File: config.mk
export PLATFORM = sky130hd
export DESIGN_NAME = pwr_seq_ctrl
export DESIGN_NICKNAME = d
export VERILOG_FILES = /design/src/rtl/pwr_seq_pkg.sv /design/src/rtl/pwr_ack_sync.sv /design/src/rtl/pwr_mod_seq.sv /design/src/rtl/pwr_seq_ctrl.sv
export SDC_FILE = /design/constraint.sdc
export NUM_CORES = 1
export LEC_CHECK = 0
export CAP_MARGIN = 20
export CORE_ASPECT_RATIO = 1.5
export CORE_MARGIN = 5
export CORE_UTILIZATION = 45
export CTS_CLUSTER_SIZE = 14
export DETAILED_ROUTE_END_ITERATION = 10
export PLACE_DENSITY = 0.88
export SKIP_CTS_REPAIR_TIMING = 1
export SLEW_MARGIN = 30
export SYNTH_ARGS = -nofsm -noshare
export SYNTH_HDL_FRONTEND = slang
export SYNTH_HIERARCHICAL = 1
export SYNTH_SLANG_ARGS = --single-unit
File: constraint.sdc
create_clock -name clk -period 5.1 [get_ports clk]
set_input_delay 1.53 -clock clk [delete_from_list [all_inputs] [get_ports clk]]
set_output_delay 1.53 -clock clk [all_outputs]
set_load 0.03 [all_outputs]
File: src/rtl/pwr_seq_pkg.sv
package pwr_seq_pkg;

  // register map (byte offsets)
  localparam int CMD_OFF  = 'h120;
  localparam int STAT_OFF = 'h128;
  localparam int MST_BASE = 'h800;
  localparam int CTL_BASE = 'hA00;

  // bit positions
  localparam int ACK_BIT  = 16;

  // reset state: clock on, held in reset
  localparam logic [1:0] ST_SYNCRST = 2'd1;

  typedef enum logic [1:0] {
    SQ_IDLE,
    SQ_REQ,
    SQ_APPLY,
    SQ_DROP
  } seq_t;

  // a change needs the idle handshake if it stops the clock or asserts reset
  function automatic logic need_ack(input logic [1:0] cur, input logic [1:0] nxt);
    return (cur[0] & ~nxt[0]) | (cur[1] & ~nxt[1]);
  endfunction

endpackage

File: src/rtl/pwr_ack_sync.sv
module pwr_ack_sync #(
  parameter int STAGES = 2
) (
  input  logic clk,
  input  logic rst,
  input  logic d,
  output logic q
);

  logic [STAGES-1:0] pipe;

  always_ff @(posedge clk) begin
    if (rst) pipe <= '0;
    else     pipe <= {pipe[STAGES-2:0], d};
  end

  assign q = pipe[STAGES-1];

endmodule

File: src/rtl/pwr_mod_seq.sv
module pwr_mod_seq
  import pwr_seq_pkg::*;
#(
  parameter int SYNC_STAGES = 2
) (
  input  logic       clk,
  input  logic       rst,
  input  logic       start,
  input  logic [1:0] tgt,
  input  logic       force_en,
  input  logic       ack_raw,
  output logic [1:0] cur,
  output logic       ack_lvl,
  output logic       idle_req,
  output logic       clk_en,
  output logic       mod_rst,
  output logic       active
);

  seq_t       st;
  logic [1:0] cur_q, tgt_q;
  logic       req_q, clk_en_q, rst_q;
  logic       ack_s;

  pwr_ack_sync #(.STAGES(SYNC_STAGES)) u_sync (
    .clk (clk),
    .rst (rst),
    .d   (ack_raw),
    .q   (ack_s)
  );

  always_ff @(posedge clk) begin
    if (rst) begin
      st       <= SQ_IDLE;
      cur_q    <= ST_SYNCRST;
      tgt_q    <= ST_SYNCRST;
      req_q    <= 1'b0;
      clk_en_q <= ST_SYNCRST[0];
      rst_q    <= ~ST_SYNCRST[1];
    end else begin
      case (st)
        SQ_IDLE: begin
          if (start && (tgt != cur_q)) begin
            tgt_q <= tgt;
            if (need_ack(cur_q, tgt)) begin
              req_q <= 1'b1;
              st    <= SQ_REQ;
            end else begin
              st    <= SQ_APPLY;
            end
          end
        end
        SQ_REQ: begin
          if (ack_s || force_en) st <= SQ_APPLY;
        end
        SQ_APPLY: begin
          cur_q    <= tgt_q;
          clk_en_q <= tgt_q[0];
          rst_q    <= ~tgt_q[1];
          st       <= SQ_DROP;
        end
        default: begin
          req_q <= 1'b0;
          st    <= SQ_IDLE;
        end
      endcase
    end
  end

  assign cur      = cur_q;
  assign ack_lvl  = ack_s;
  assign idle_req = req_q;
  assign clk_en   = clk_en_q;
  assign mod_rst  = rst_q;
  assign active   = (st != SQ_IDLE);

  // outputs frozen while waiting without acknowledge or force
  assert_hold_wait_R5: assert property (@(posedge clk) disable iff (rst)
    (st == SQ_REQ && !ack_s && !force_en) |=> ($stable(clk_en_q) && $stable(rst_q)));

  // clock stops only with the request raised
  assert_stop_under_req_R5: assert property (@(posedge clk) disable iff (rst)
    $fell(clk_en_q) |-> req_q);

  // reset asserts only with the request raised
  assert_rst_under_req_R5: assert property (@(posedge clk) disable iff (rst)
    $rose(rst_q) |-> req_q);

  // power-up style changes never raise a request
  assert_no_req_R6: assert property (@(posedge clk) disable iff (rst)
    (st == SQ_IDLE && start && tgt != cur_q && !need_ack(cur_q, tgt)) |=> !req_q);

  // the request is low whenever the sequencer rests
  assert_req_low_idle_R10: assert property (@(posedge clk) disable iff (rst)
    (st == SQ_IDLE) |-> !req_q);

endmodule

File: src/rtl/pwr_seq_ctrl.sv
module pwr_seq_ctrl
  import pwr_seq_pkg::*;
#(
  parameter int N_MOD       = 4,
  parameter int ADDR_W      = 12,
  parameter int DATA_W      = 32,
  parameter int SYNC_STAGES = 2
) (
  input  logic              clk,
  input  logic              rst,
  input  logic              bus_wr,
  input  logic              bus_rd,
  input  logic [ADDR_W-1:0] bus_addr,
  input  logic [DATA_W-1:0] bus_wdata,
  output logic [DATA_W-1:0] bus_rdata,
  output logic [N_MOD-1:0]  idle_req,
  input  logic [N_MOD-1:0]  idle_ack,
  output logic [N_MOD-1:0]  mod_clk_en,
  output logic [N_MOD-1:0]  mod_rst
);

  localparam int IDX_W     = (N_MOD > 1) ? $clog2(N_MOD) : 1;
  localparam int FORCE_BIT = DATA_W - 1;
  localparam int SPAN      = 4 * N_MOD;

  logic [1:0]       ctl_next [N_MOD];
  logic [N_MOD-1:0] ctl_force;
  logic [1:0]       cur      [N_MOD];
  logic [N_MOD-1:0] ack_lvl, active;
  logic             busy_q, go_wr, start;

  // address decode
  logic [ADDR_W-1:0] ctl_off, mst_off;
  logic              ctl_hit, mst_hit;
  logic [IDX_W-1:0]  ctl_idx, mst_idx;

  always_comb begin
    ctl_off = bus_addr - ADDR_W'(CTL_BASE);
    mst_off = bus_addr - ADDR_W'(MST_BASE);
    ctl_hit = (bus_addr >= ADDR_W'(CTL_BASE)) && (ctl_off < ADDR_W'(SPAN)) &&
              (bus_addr[1:0] == 2'b00);
    mst_hit = (bus_addr >= ADDR_W'(MST_BASE)) && (mst_off < ADDR_W'(SPAN)) &&
              (bus_addr[1:0] == 2'b00);
    ctl_idx = ctl_off[IDX_W+1:2];
    mst_idx = mst_off[IDX_W+1:2];
  end

  assign go_wr = bus_wr && (bus_addr == ADDR_W'(CMD_OFF)) && bus_wdata[0];
  assign start = go_wr && !busy_q;

  // control registers
  always_ff @(posedge clk) begin
    if (rst) begin
      for (int i = 0; i < N_MOD; i++) ctl_next[i] <= ST_SYNCRST;
      ctl_force <= '0;
    end else if (bus_wr && ctl_hit) begin
      ctl_next[ctl_idx]  <= bus_wdata[1:0];
      ctl_force[ctl_idx] <= bus_wdata[FORCE_BIT];
    end
  end

  // busy flag
  always_ff @(posedge clk) begin
    if (rst)                     busy_q <= 1'b0;
    else if (start)              busy_q <= 1'b1;
    else if (busy_q && !(|active)) busy_q <= 1'b0;
  end

  // per-module sequencers
  for (genvar g = 0; g < N_MOD; g++) begin : g_mod
    pwr_mod_seq #(.SYNC_STAGES(SYNC_STAGES)) u_seq (
      .clk      (clk),
      .rst      (rst),
      .start    (start),
      .tgt      (ctl_next[g]),
      .force_en (ctl_force[g]),
      .ack_raw  (idle_ack[g]),
      .cur      (cur[g]),
      .ack_lvl  (ack_lvl[g]),
      .idle_req (idle_req[g]),
      .clk_en   (mod_clk_en[g]),
      .mod_rst  (mod_rst[g]),
      .active   (active[g])
    );
  end

  // registered read port
  always_ff @(posedge clk) begin
    if (rst) begin
      bus_rdata <= '0;
    end else if (bus_rd) begin
      bus_rdata <= '0;
      if (bus_addr == ADDR_W'(STAT_OFF)) begin
        bus_rdata[0] <= busy_q;
      end else if (ctl_hit) begin
        bus_rdata[1:0]       <= ctl_next[ctl_idx];
        bus_rdata[FORCE_BIT] <= ctl_force[ctl_idx];
      end else if (mst_hit) begin
        bus_rdata[1:0]     <= cur[mst_idx];
        bus_rdata[ACK_BIT] <= ack_lvl[mst_idx];
      end
    end
  end

  // busy holds while any module is still moving
  assert_busy_hold_R4: assert property (@(posedge clk) disable iff (rst)
    (busy_q && |active) |=> busy_q);

  // a start command raises busy
  assert_busy_rise_R4: assert property (@(posedge clk) disable iff (rst)
    go_wr |=> busy_q);

  // a command during busy starts nothing in idle modules
  assert_go_ignored_R8: assert property (@(posedge clk) disable iff (rst)
    (go_wr && busy_q && !(|active)) |=> !(|active));

endmodule

## Word level (Yosys, flattened, before mapping)

Memory sizes are Yosys's and may differ from the RTL's.
Index checks and enable logic that the tools add are counted.

- Register bits: 53
- Bits in writable memories: 8
- Bits of input ports: 52
- Logic and storage cells: 202
- Memories kept: 1

Memory list:

| name | depth | width | rd ports | clocked after Yosys merged registers in | wr ports | line | text |
|---|---|---|---|---|---|---|---|
| ctl_next | 4 | 2 | 5 | 0 | 4 | pwr_seq_ctrl.sv:26 | `logic [1:0] ctl_next [N_MOD];` |

- $add $sub $neg: 2
- $lt $le $gt $ge: 8
- Equal/unequal tests: 26
- Mux-type cells: 57
- Bitwise logic cells: 29
- Reduce and logical (&&, ||, !) cells: 48

Operators with widths:

| cell | number |
|---|---|
| 2-bit two-way mux | 18 |
| 1-bit two-way mux | 26 |
| 12-bit by 9-bit == test with 1-bit output (second input constant) | 2 |
| 12-bit greater-or-equal comparator (second input constant) | 2 |
| 12-bit by 5-bit < comparator with 1-bit output (second input constant) | 2 |
| 2-bit by 1-bit inequality test with 1-bit output (second input constant) | 12 |
| 2-bit one-hot mux with 3 select lines | 4 |
| 12-bit subtractor (second input constant) | 2 |
| 1-bit inverter | 16 |
| 2-bit AND reduction | 8 |
| 1-bit logical AND | 14 |
| 3-bit AND reduction | 4 |
| 2-bit zero test | 5 |
| 2-bit nonzero test | 5 |
| 2-bit OR reduction | 5 |
| 1-bit bitwise AND | 8 |
| 2-bit by 1-bit == test with 1-bit output (second input constant) | 4 |
| 2-bit == test (second input constant) | 4 |
| 2-bit inequality test | 4 |
| 1-bit one-hot mux with 2 select lines | 4 |
| 2-bit by 3-bit < comparator with 1-bit output (second input constant) | 2 |
| 1-bit binary-select mux with 2-bit select | 2 |
| 2-bit binary-select mux with 2-bit select | 1 |
| 4-bit bitwise mux | 1 |
| other kinds (8) | 15 |

## Longest topological paths before layout

Gate-level depths: netlist (run 1).

- Word-level depth: 10
- Mapped depth: 9
- Mapped depth without buffers: 8

## By module

The synthesis (run 1) kept the hierarchy.

Modules (own cells, without submodules):

| module | instances | cells each | area each (µm²) | sequential area each (µm²) |
|---|---|---|---|---|
| pwr_mod_seq | 4 | 50 | 437.9 | 160.2 |
| pwr_seq_ctrl | 1 | 124 | 1260.0 | 420.4 |
| pwr_ack_sync | 4 | 4 | 52.6 | 40.0 |

## Least setup slack after synthesis (run 1)

OpenSTA, ideal clock, no wires.

- Kind: in2reg
- Start: input bus_addr[9]
- End: register g_mod[0].u_seq.st[1]
- Setup time: 0.070 ns
- Data arrival time: 2.975 ns
- Path slack: 2.055 ns
- Cell stages on the path: 8
- Path buffers: 0
- Cell sequence: nor4b_1 and4b_1 nand3_1 inv_1 a21boi_4 o2bb2ai_2 or3_1 a21oi_1

- Longest elaborated chain between the ends: 7

Ends and longest elaborated chain:

| item | line | text |
|---|---|---|
| from (decl) | pwr_seq_ctrl.sv:13 | `input logic [ADDR_W-1:0] bus_addr,` |
| 12-bit by 9-bit == test with 1-bit output | pwr_seq_ctrl.sv:48 | `assign go_wr = bus_wr && (bus_addr == ADDR_W'(CMD_OFF)) && bus_wdata[0];` |
| 1-bit logical AND (2 in a row) | pwr_seq_ctrl.sv:48 |  |
| 1-bit logical AND | pwr_seq_ctrl.sv:49 | `assign start = go_wr && !busy_q;` |
| named net start | pwr_seq_ctrl.sv:30 | `logic busy_q, go_wr, start;` |
| 1-bit logical AND | pwr_mod_seq.sv:43 | `if (start && (tgt != cur_q)) begin` |
| 2-bit by 1-bit inequality test with 1-bit output (no line) | n/a |  |
| 2-bit AND reduction (no line) | n/a |  |
| to (signal assigned) | pwr_mod_seq.sv:47 | `st <= SQ_REQ;` |
| to (signal assigned) | pwr_mod_seq.sv:49 | `st <= SQ_APPLY;` |
| to (signal assigned) | pwr_mod_seq.sv:54 | `if (ack_s \|\| force_en) st <= SQ_APPLY;` |
| to (decl) | pwr_mod_seq.sv:20 | `seq_t st;` |

The timed path passes the listed nets, and every way through them passes these cells.
A chain may end at the register's enable or synchronous reset.

## Final worst setup path (run 1)

- Start: input bus_addr[8]
- End: register g_mod[2].u_seq.st[1]

- Longest elaborated chain between the ends: 7

Ends and longest elaborated chain:

| item | line |
|---|---|
| 12-bit by 9-bit == test with 1-bit output | pwr_seq_ctrl.sv:48 |
| 1-bit logical AND (2 in a row) | pwr_seq_ctrl.sv:48 |
| 1-bit logical AND | pwr_seq_ctrl.sv:49 |
| named net start | pwr_seq_ctrl.sv:30 |
| 1-bit logical AND | pwr_mod_seq.sv:43 |
| 2-bit by 1-bit inequality test with 1-bit output (no line) | n/a |
| 2-bit AND reduction (no line) | n/a |
| to (signal assigned) | pwr_mod_seq.sv:47 |
| to (signal assigned) | pwr_mod_seq.sv:49 |
| to (signal assigned) | pwr_mod_seq.sv:54 |
| to (decl) | pwr_mod_seq.sv:20 |

The timed path passes the listed nets, and every way through them passes these cells.

==> flow_summary.json, run 1 <==
{
  "drt_first_pass_iters": 4,
  "antenna_found_initial": 0,
  "io_buffers": 38,
  "grt_pass1_wl_um": 10710,
  "fin_nets": 454,
  "hold_violations": 0,
  "syn_inst": 340,
  "drt-initial-drc-count": 99,
  "gp_congestion": 0.7935,
  "worst_pin_slew_ps": 631.8,
  "coreArea_mm2": 0.006944,
  "synth_compound_area_share_pct": 13.98,
  "yosysWarnings": 6,
  "clkLatencyLatePin_ps": 350,
  "cts_buffers": 9,
  "fp.dieW_um": 79.09,
  "syn_avg_cell_area_um2": 9.476,
  "yosys.area_share.simple_pct": 20.85,
  "post-route-drc-count": 0,
  "cts-root-buf": "clkbuf_8",
  "critPathRequiredTime_ps": 5380,
  "grt_overflow": 0,
  "grt_pass1_vias": 2449,
  "synth-async-reset-ratio_pct": 0,
  "powerDensity_mw_per_mm2": 385.7,
  "synthXorXnorAreaFrac_pct": 0,
  "dp_cells": 443,
  "syn_area_mm2": 0.003222,
  "holdWs_ps": 435.8,
  "antenna_cells": 0,
  "cts_tree": "built",
  "finClkSkew_ps": 6.884,
  "total_power_uw": 1440,
  "synth_adder_area_share_pct": 9.709,
  "fillers": 602,
  "clk_pin_slew_ps": 70,
  "grtUsageTotal_pct": 15.19,
  "grtUsageMet2_pct": 26.66,
  "ios": 96,
  "yosys_register_bits": 57,
  "use_met3_pct": 5.529,
  "h-tree-depth": 3,
  "grt_use_met1_pct": 15.17,
  "ant_nets": 0,
  "fmax_mhz": 286.8,
  "final_cell_mix": "49 x dfxtp_1, 37 x clkdlybuf4s50_1, 29 x inv_1, 28 x conb_1",
  "setup_viol": 0,
  "ys_seq_area_share_pct": 37.90,
  "min_path_type": "reg2reg",
  "grt_setup_unrepaired": "no",
  "arrival_ps": 3770,
  "grt_max_degree": 59,
  "synth_top_family_by_area": "simple AND/OR/NAND/NOR gates",
  "instances_no_fill": 460,
  "die_h_um": 113.6,
  "path_max_fanout": 4,
  "dpl.hpwl_um": 4946,
  "irDropWorstVdd_mv": 0.2391,
  "syn2layout_area_growth_pct": 15.88,
  "crit_type": "in2reg",
  "clkSinkCount": 57,
  "final.min_clock_period_ps": 3487,
  "finish.utilization_pct": 53.77,
  "ys.flop_type": "dfxtp_1",
  "slew_violations": 0,
  "drt-total-wl_um": 6451,
  "dieArea_mm2": 0.008986,
  "maxCapViolCount": 0,
  "final_common_cell": "dfxtp_1",
  "fin_setup_tns_ps": 0,
  "vias": 2358,
  "initial_core_util_pct": 46.40,
  "synth_cell_types": 45,
  "grt_busiest_layer": "met2",
  "drive_gt1_share_pct": 10.99,
  "rows": 37,
  "p_leak_uw": 0.001508,
  "min_period_over_period_pct": 68.37,
  "muxShareOfSynthArea_pct": 5.437,
  "avgViaCountPerCell": 5.126,
  "status": "finished clean",
  "cts_buffer_depth": 2,
  "avgRoutedWirePerCell_um": 14.02,
  "start_kind": "primary input",
  "worstSetupEndpointType": "register",
  "slew_headroom_pct": 57.75,
  "synth_edf_count": 8
}
-- state kept, by name, summed over array words and instances (netlist names) --
register,cells
ctl_next,8
g_mod.u_seq/cur,8
g_mod.u_seq/st,8
g_mod.u_seq/tgt_q,8
g_mod.u_seq/u_sync/pipe,8
bus_rdata,4
ctl_force,4
g_mod.u_seq/idle_req,4
g_mod.u_seq/mod_rst,4
busy_q,1
-- where the power goes --
group	switching, µW	total (µW)	leakage, µW	internal, µW
logic	303	505	0.000937	202
registers	49.9	551	0.000476	501
clock network	184	384	0.0000954	200
total	537	1440	0.00151	903
-- cells by family (layout without fill, tap and decap cells) --
group / Yosys count / count (layout)
adders and majority gates: 25 / 25
muxes: 10 / 10
AOI/OAI and AO/OA: 58 / 58
and+or+nand+nor: 119 / 119
other: 1 / 28
buffers and inverters: 70 / 85
DFF: 57 / 57
-- per-layer routing --
| layer | wire (µm) | vias to the layer above |
|---|---|---|
| met5 | 0 | - |
| met4 | 244 | 0 |
| met3 | 396 | 21 |
| met2 | 3365 | 65 |
| met1 | 2445 | 1087 |
| li1 | - | 1185 |
-- cell usage after synthesis (6+ instances only) --
cell type | count | area [µm²]
ha_1 | 25 | 312.8
buf_4 | 32 | 240.2
mux4_2 | 6 | 135.1
nand2_1 | 23 | 86.33
edfxtp_1 | 8 | 240.2
nor2_1 | 25 | 93.84
clkbuf_1 | 6 | 22.52
nand2b_1 | 19 | 118.9
nor3_1 | 10 | 50.05
dfxtp_1 | 49 | 980.9
a21oi_1 | 24 | 120.1
a211oi_1 | 8 | 60.06
nor2b_1 | 12 | 75.07
nand3_1 | 7 | 35.03
inv_1 | 29 | 108.9
-- layout make-up --
cell class                 instances  area (µm²)  area share (%)
timing repair buffer              40       410.4           10.99
clock inverter                     5       28.78          0.7708
sequential                        57        1221           32.71
multi-input combinational        240        1715           45.95
tap                               78       97.59           2.614
clock buffer                      11       151.4           4.055
inverter                          29       108.9           2.916
-- final timing paths --
| kind | startpoint | depth (start not counted) | end | slack (ps) |
|---|---|---|---|---|
| setup / recovery | bus_addr[8] | 9 | g_mod[2].u_seq/st[1] | 1610 |
| hold / removal | g_mod[3].u_seq/u_sync/pipe[0] | 1 | g_mod[3].u_seq/u_sync/pipe[1] | 440 |
| setup reg to reg | ctl_next[2][0] | 6 | g_mod[2].u_seq/st[1] | 3420 |
| hold reg to reg | g_mod[3].u_seq/u_sync/pipe[0] | 1 | g_mod[3].u_seq/u_sync/pipe[1] | 440 |
-- stage by stage --
stage / instance area (µm²) / setup slack [ps]
finish: 3734 / 1613
global route: 3734 / 1455
CTS: 3706 / 1579
detailed placement: 3526 / 1216
global placement: 3526 / 1317
floorplan: 3323 / 2055
-- critical path, cell delays in order --
cell and delay, ps:
clkdlybuf4s50_1 530, nor4b_1 260, and4b_1 290, nand3_1 110, inv_1 170, a21boi_4 260
o2bb2ai_2 110, or3_1 350, a21oi_1 150
(Power assumes the default switching activity.)
==> inputs of run 2 (changes only) <==
clock period = 3.6 ns   (was 5.1 ns; I/O delays follow)
==> flow_summary.json, run 2 (synthesized netlist as in run 1, its figures left out) <==
{
  "path_buf_inv": 2,
  "worst_pin_slew_ps": 955.3,
  "slowest_stage": "clkdlybuf4s50_1",
  "cts_buffer_depth": 2,
  "min_period_over_period_pct": 85.62,
  "fillers": 618,
  "die_h_um": 113.6,
  "critPathRequiredTime_ps": 3870,
  "cts_buffers": 9,
  "p_leak_uw": 0.001505,
  "maxCapViolCount": 0,
  "drt-initial-drc-count": 95,
  "grt_overflow": 0,
  "final.min_clock_period_ps": 3082,
  "ant_nets": 0,
  "instances_no_fill": 460,
  "clkSinkCount": 57,
  "design_area_mm2": 0.003729,
  "initial_core_util_pct": 46.40,
  "min_path_type": "reg2reg",
  "arrival_ps": 3350,
  "rows": 37,
  "dp_cells": 444,
  "gp_congestion": 0.7924,
  "total_power_uw": 2096,
  "powerDensity_mw_per_mm2": 562.1,
  "h-tree-depth": 3,
  "drive_gt1_share_pct": 10.73,
  "antenna_found_initial": 0,
  "dieArea_mm2": 0.008986,
  "hold_violations": 0,
  "slowest_delay_ps": 530,
  "grt_max_degree": 59,
  "fin_nets": 454,
  "path_max_fanout": 4,
  "fin_setup_tns_ps": 0,
  "final_common_cell": "dfxtp_1",
  "drt_first_pass_iters": 4,
  "fin_ws_ps": 517.6,
  "cts-root-buf": "clkbuf_8",
  "final_cell_mix": "49 x dfxtp_1, 37 x clkdlybuf4s50_1, 29 x inv_1, 28 x conb_1",
  "slew_headroom_pct": 36.32,
  "start_kind": "primary input",
  "clk_pin_slew_ps": 60,
  "placed_area_mm2": 0.003533,
  "fp.dieW_um": 79.09,
  "crit_chain": "clkdlybuf4s50_1 -> nor4b_1 -> and4b_1 -> nand3_1 -> inv_1 -> a21boi_4 -> o2bb2ai_2 -> or3_1 -> a21oi_1",
  "status": "finished clean",
  "fmax_mhz": 324.4,
  "drt-total-wl_um": 6631,
  "antenna_cells": 0,
  "irDropWorstVdd_mv": 0.3931,
  "cts_tree": "built",
  "crit_type": "in2reg",
  "clkLatencyLatePin_ps": 360,
  "ios": 96,
  "grt_pass1_wl_um": 10740,
  "grt_setup_unrepaired": "no",
  "avgViaCountPerCell": 5.265,
  "post-route-drc-count": 0,
  "post-place-ws_ps": 191.0,
  "avgRoutedWirePerCell_um": 14.42,
  "dpl.hpwl_um": 4999,
  "crit_family": "simple AND/OR/NAND/NOR gates",
  "grtUsageTotal_pct": 15.55,
  "vias": 2422,
  "finClkSkew_ps": 11.25,
  "setup_viol": 0,
  "grt_pass1_vias": 2433,
  "worstSetupEndpointType": "register",
  "syn2layout_area_growth_pct": 15.73,
  "io_buffers": 38,
  "coreArea_mm2": 0.006944,
  "slew_violations": 0
}
==> run 2: cell types whose count changed in the layout (fill, tap and decap cells not counted) <==
cell and delta:
buf_16 -1, buf_4 +1, bufinv_16 +1, clkbuf_1 +1, clkbuf_8 -1, clkinv_2 -1
==> run 2: cell type report <==
type / instances / area, µm² / area share, %
sequential: 57 / 1221 / 32.75
inverter: 29 / 108.9 / 2.919
timing repair buffer: 40 / 390.4 / 10.47
tap: 78 / 97.59 / 2.617
clock inverter: 5 / 53.80 / 1.443
clock buffer: 11 / 141.4 / 3.792
multi-input combinational: 240 / 1715 / 46.01
==> run 2: worst paths after layout <==
path                            startpoint                             to  slack [ps]  cells past startpoint
min          g_mod[0].u_seq/u_sync/pipe[0]  g_mod[0].u_seq/u_sync/pipe[1]         440                      1
max reg2reg                         busy_q           g_mod[1].u_seq/st[1]        1800                      7
max                            bus_addr[8]           g_mod[1].u_seq/st[1]         520                      9
min reg2reg  g_mod[0].u_seq/u_sync/pipe[0]  g_mod[0].u_seq/u_sync/pipe[1]         440                      1
==> run 2: metal layers <==
metal,up-vias,share of wire (%),GRT usage [%]
met1,1150,37,15.09
met4,0,4.7,11.47
met5,-,0,0
met2,69,53,27.95
li1,1180,-,-
met3,23,5.2,3.791
==> run 2: report_power, final <==
part | internal [µW] | switching [µW] | total, µW | leakage (µW)
combinational | 284 | 428 | 712 | 0.000929
sequential | 710 | 73.1 | 783 | 0.000476
clock | 336 | 265 | 601 | 0.0000996
==> run 2: per-stage QoR <==
| step | hold slack, ps | utilization [%] |
|---|---|---|
| after floorplan | 413.8 | - |
| after global placement | 416.7 | 50.88 |
| after detailed placement | 422.0 | 50.88 |
| final | 435.1 | 53.69 |
| after CTS | 437.4 | 53.69 |
| after global routing | 456.5 | 53.69 |
==> inputs of run 3 (changes only) <==
PLACE_DENSITY = 0.86   (was 0.88)
==> flow_summary.json, run 3 (synthesized netlist as in run 1, its figures left out) <==
{
  "status": "finished clean",
  "hold_violations": 0,
  "worst_pin_slew_ps": 543.2,
  "multi_input_area_mm2": 0.001715,
  "final.min_clock_period_ps": 3112,
  "post-route-drc-count": 0,
  "clk_pin_slew_ps": 60,
  "regArea_mm2": 0.001221,
  "antenna_found_initial": 0,
  "cts-root-buf": "clkbuf_8",
  "dieArea_mm2": 0.008986,
  "powerDensity_mw_per_mm2": 540.0,
  "drt_first_pass_iters": 4,
  "cts_buffers": 9,
  "p_leak_uw": 0.001488,
  "cts_buffer_depth": 2,
  "final_common_cell": "dfxtp_1",
  "slew_headroom_pct": 63.79,
  "min_period_over_period_pct": 86.45,
  "grtUsageTotal_pct": 15.55,
  "syn2layout_area_growth_pct": 14.80,
  "dpl.hpwl_um": 4945,
  "r2r_start": "busy_q",
  "slowest_delay_ps": 530,
  "rows": 37,
  "hold_end": "g_mod[3].u_seq/u_sync/pipe[1]",
  "grt_setup_unrepaired": "no",
  "r2r_slack_ps": 1810,
  "vias": 2391,
  "drive_gt1_share_pct": 10.24,
  "clkSinkCount": 57,
  "clkLatencyLatePin_ps": 330,
  "setup_viol": 0,
  "hold_path_depth": 1,
  "grt_pass1_wl_um": 11230,
  "slowest_stage": "clkdlybuf4s50_1",
  "avgViaCountPerCell": 5.209,
  "grt_pass1_vias": 2459,
  "finClkSkew_ps": 7.304,
  "fin_nets": 454,
  "coreArea_mm2": 0.006944,
  "fmax_mhz": 321.3,
  "irDropWorstVdd_mv": 0.4053,
  "die_h_um": 113.6,
  "reg2regPathDepth": 7,
  "fillers": 608,
  "cts_tree": "built",
  "maxCapViolCount": 0,
  "min_path_type": "reg2reg",
  "slew_violations": 0,
  "grt_max_degree": 59,
  "fin_setup_tns_ps": 0,
  "drt-initial-drc-count": 111,
  "worstSetupEndpointType": "register",
  "io_buffers": 38,
  "final_cell_mix": "49 x dfxtp_1, 37 x clkdlybuf4s50_1, 29 x inv_1, 28 x conb_1",
  "crit_type": "in2reg",
  "h-tree-depth": 3,
  "r2r-end": "g_mod[0].u_seq/st[1]",
  "start_kind": "primary input",
  "critPathRequiredTime_ps": 3860,
  "grt_overflow": 0,
  "arrival_ps": 3370,
  "fp.dieW_um": 79.09,
  "finish.utilization_pct": 53.26,
  "antenna_cells": 0,
  "ant_nets": 0,
  "hold_start": "g_mod[3].u_seq/u_sync/pipe[0]",
  "initial_core_util_pct": 46.40,
  "ios": 96,
  "gp_congestion": 0.8231,
  "crit_chain": "clkdlybuf4s50_1 -> nor4b_1 -> and4b_1 -> nand3_1 -> inv_1 -> a21boi_4 -> o2bb2ai_2 -> or3_1 -> a21oi_1",
  "path_max_fanout": 4,
  "drt-total-wl_um": 6519,
  "avgRoutedWirePerCell_um": 14.20
}
==> run 3: cell count changes in the layout (fill, tap and decap cells not counted) <==
cell       previous run  this run
buf_4                 2         3
clkbuf_1              1         2
bufinv_16             1         0
inv_4                 1         0
buf_2                 1         0
==> run 3: worst max-delay path by stage <==
| stage | end | cells after the start | start | slack, ps |
|---|---|---|---|---|
| floorplan | g_mod[0].u_seq/st[1] | 8 | bus_addr[9] | 1000 |
| global placement | g_mod[2].u_seq/st[1] | 9 | bus_addr[8] | 240 |
| detailed placement | g_mod[0].u_seq/st[1] | 9 | bus_addr[8] | 150 |
| CTS | g_mod[0].u_seq/st[1] | 9 | bus_addr[8] | 490 |
| global route | g_mod[0].u_seq/st[1] | 9 | bus_addr[9] | 350 |
| finish | g_mod[0].u_seq/st[1] | 9 | bus_addr[8] | 490 |
==> run 3: area by class of cell <==
cell class | count | area share, %
Clock buffer | 12 | 3.924
Clock inverter | 3 | 0.4736
Inverter | 29 | 2.943
Multi-Input combinational cell | 240 | 46.38
Sequential cell | 57 | 33.02
Tap cell | 78 | 2.639
Timing Repair Buffer | 40 | 10.62
==> run 3: report_power, final <==
part           total (µW)  internal, µW  switching, µW  leakage, µW
clock                 501           262            239    0.0000822
combinational         714           284            430     0.000930
sequential            783           710           72.2     0.000476
total                2000          1260            740      0.00149
==> run 3: per-layer routing <==
layer | routed length, µm | GRT usage [%] | vias up
met5 | 0 | 0 | -
met4 | 80 | 4.931 | 0
met3 | 404 | 4.265 | 7
met2 | 3477 | 28.97 | 70
met1 | 2556 | 16.72 | 1134
li1 | - | - | 1180
==> run 3: critical path, delay by kind of cell <==
| family | cells | cell delay, ps |
|---|---|---|
| and+or+nand+nor | 4 | 1040 |
| buffers and inverters | 2 | 720 |
| AOI/OAI and AO/OA | 3 | 530 |
==> run 3: through the flow <==
step	std cells	total power, µW	instance area (µm²)	setup slack, ps	hold slack [ps]
4_1_cts	459	2007	3696	487.5	445.1
5_1_grt	459	2126	3699	351.8	454.2
3_5_place_dp	444	1503	3533	151.4	427.8
3_3_place_gp	444	1460	3533	240.2	416.8
2_1_floorplan	367	1357	3323	1005	413.8
6_report	459	1997	3699	487.9	436.9
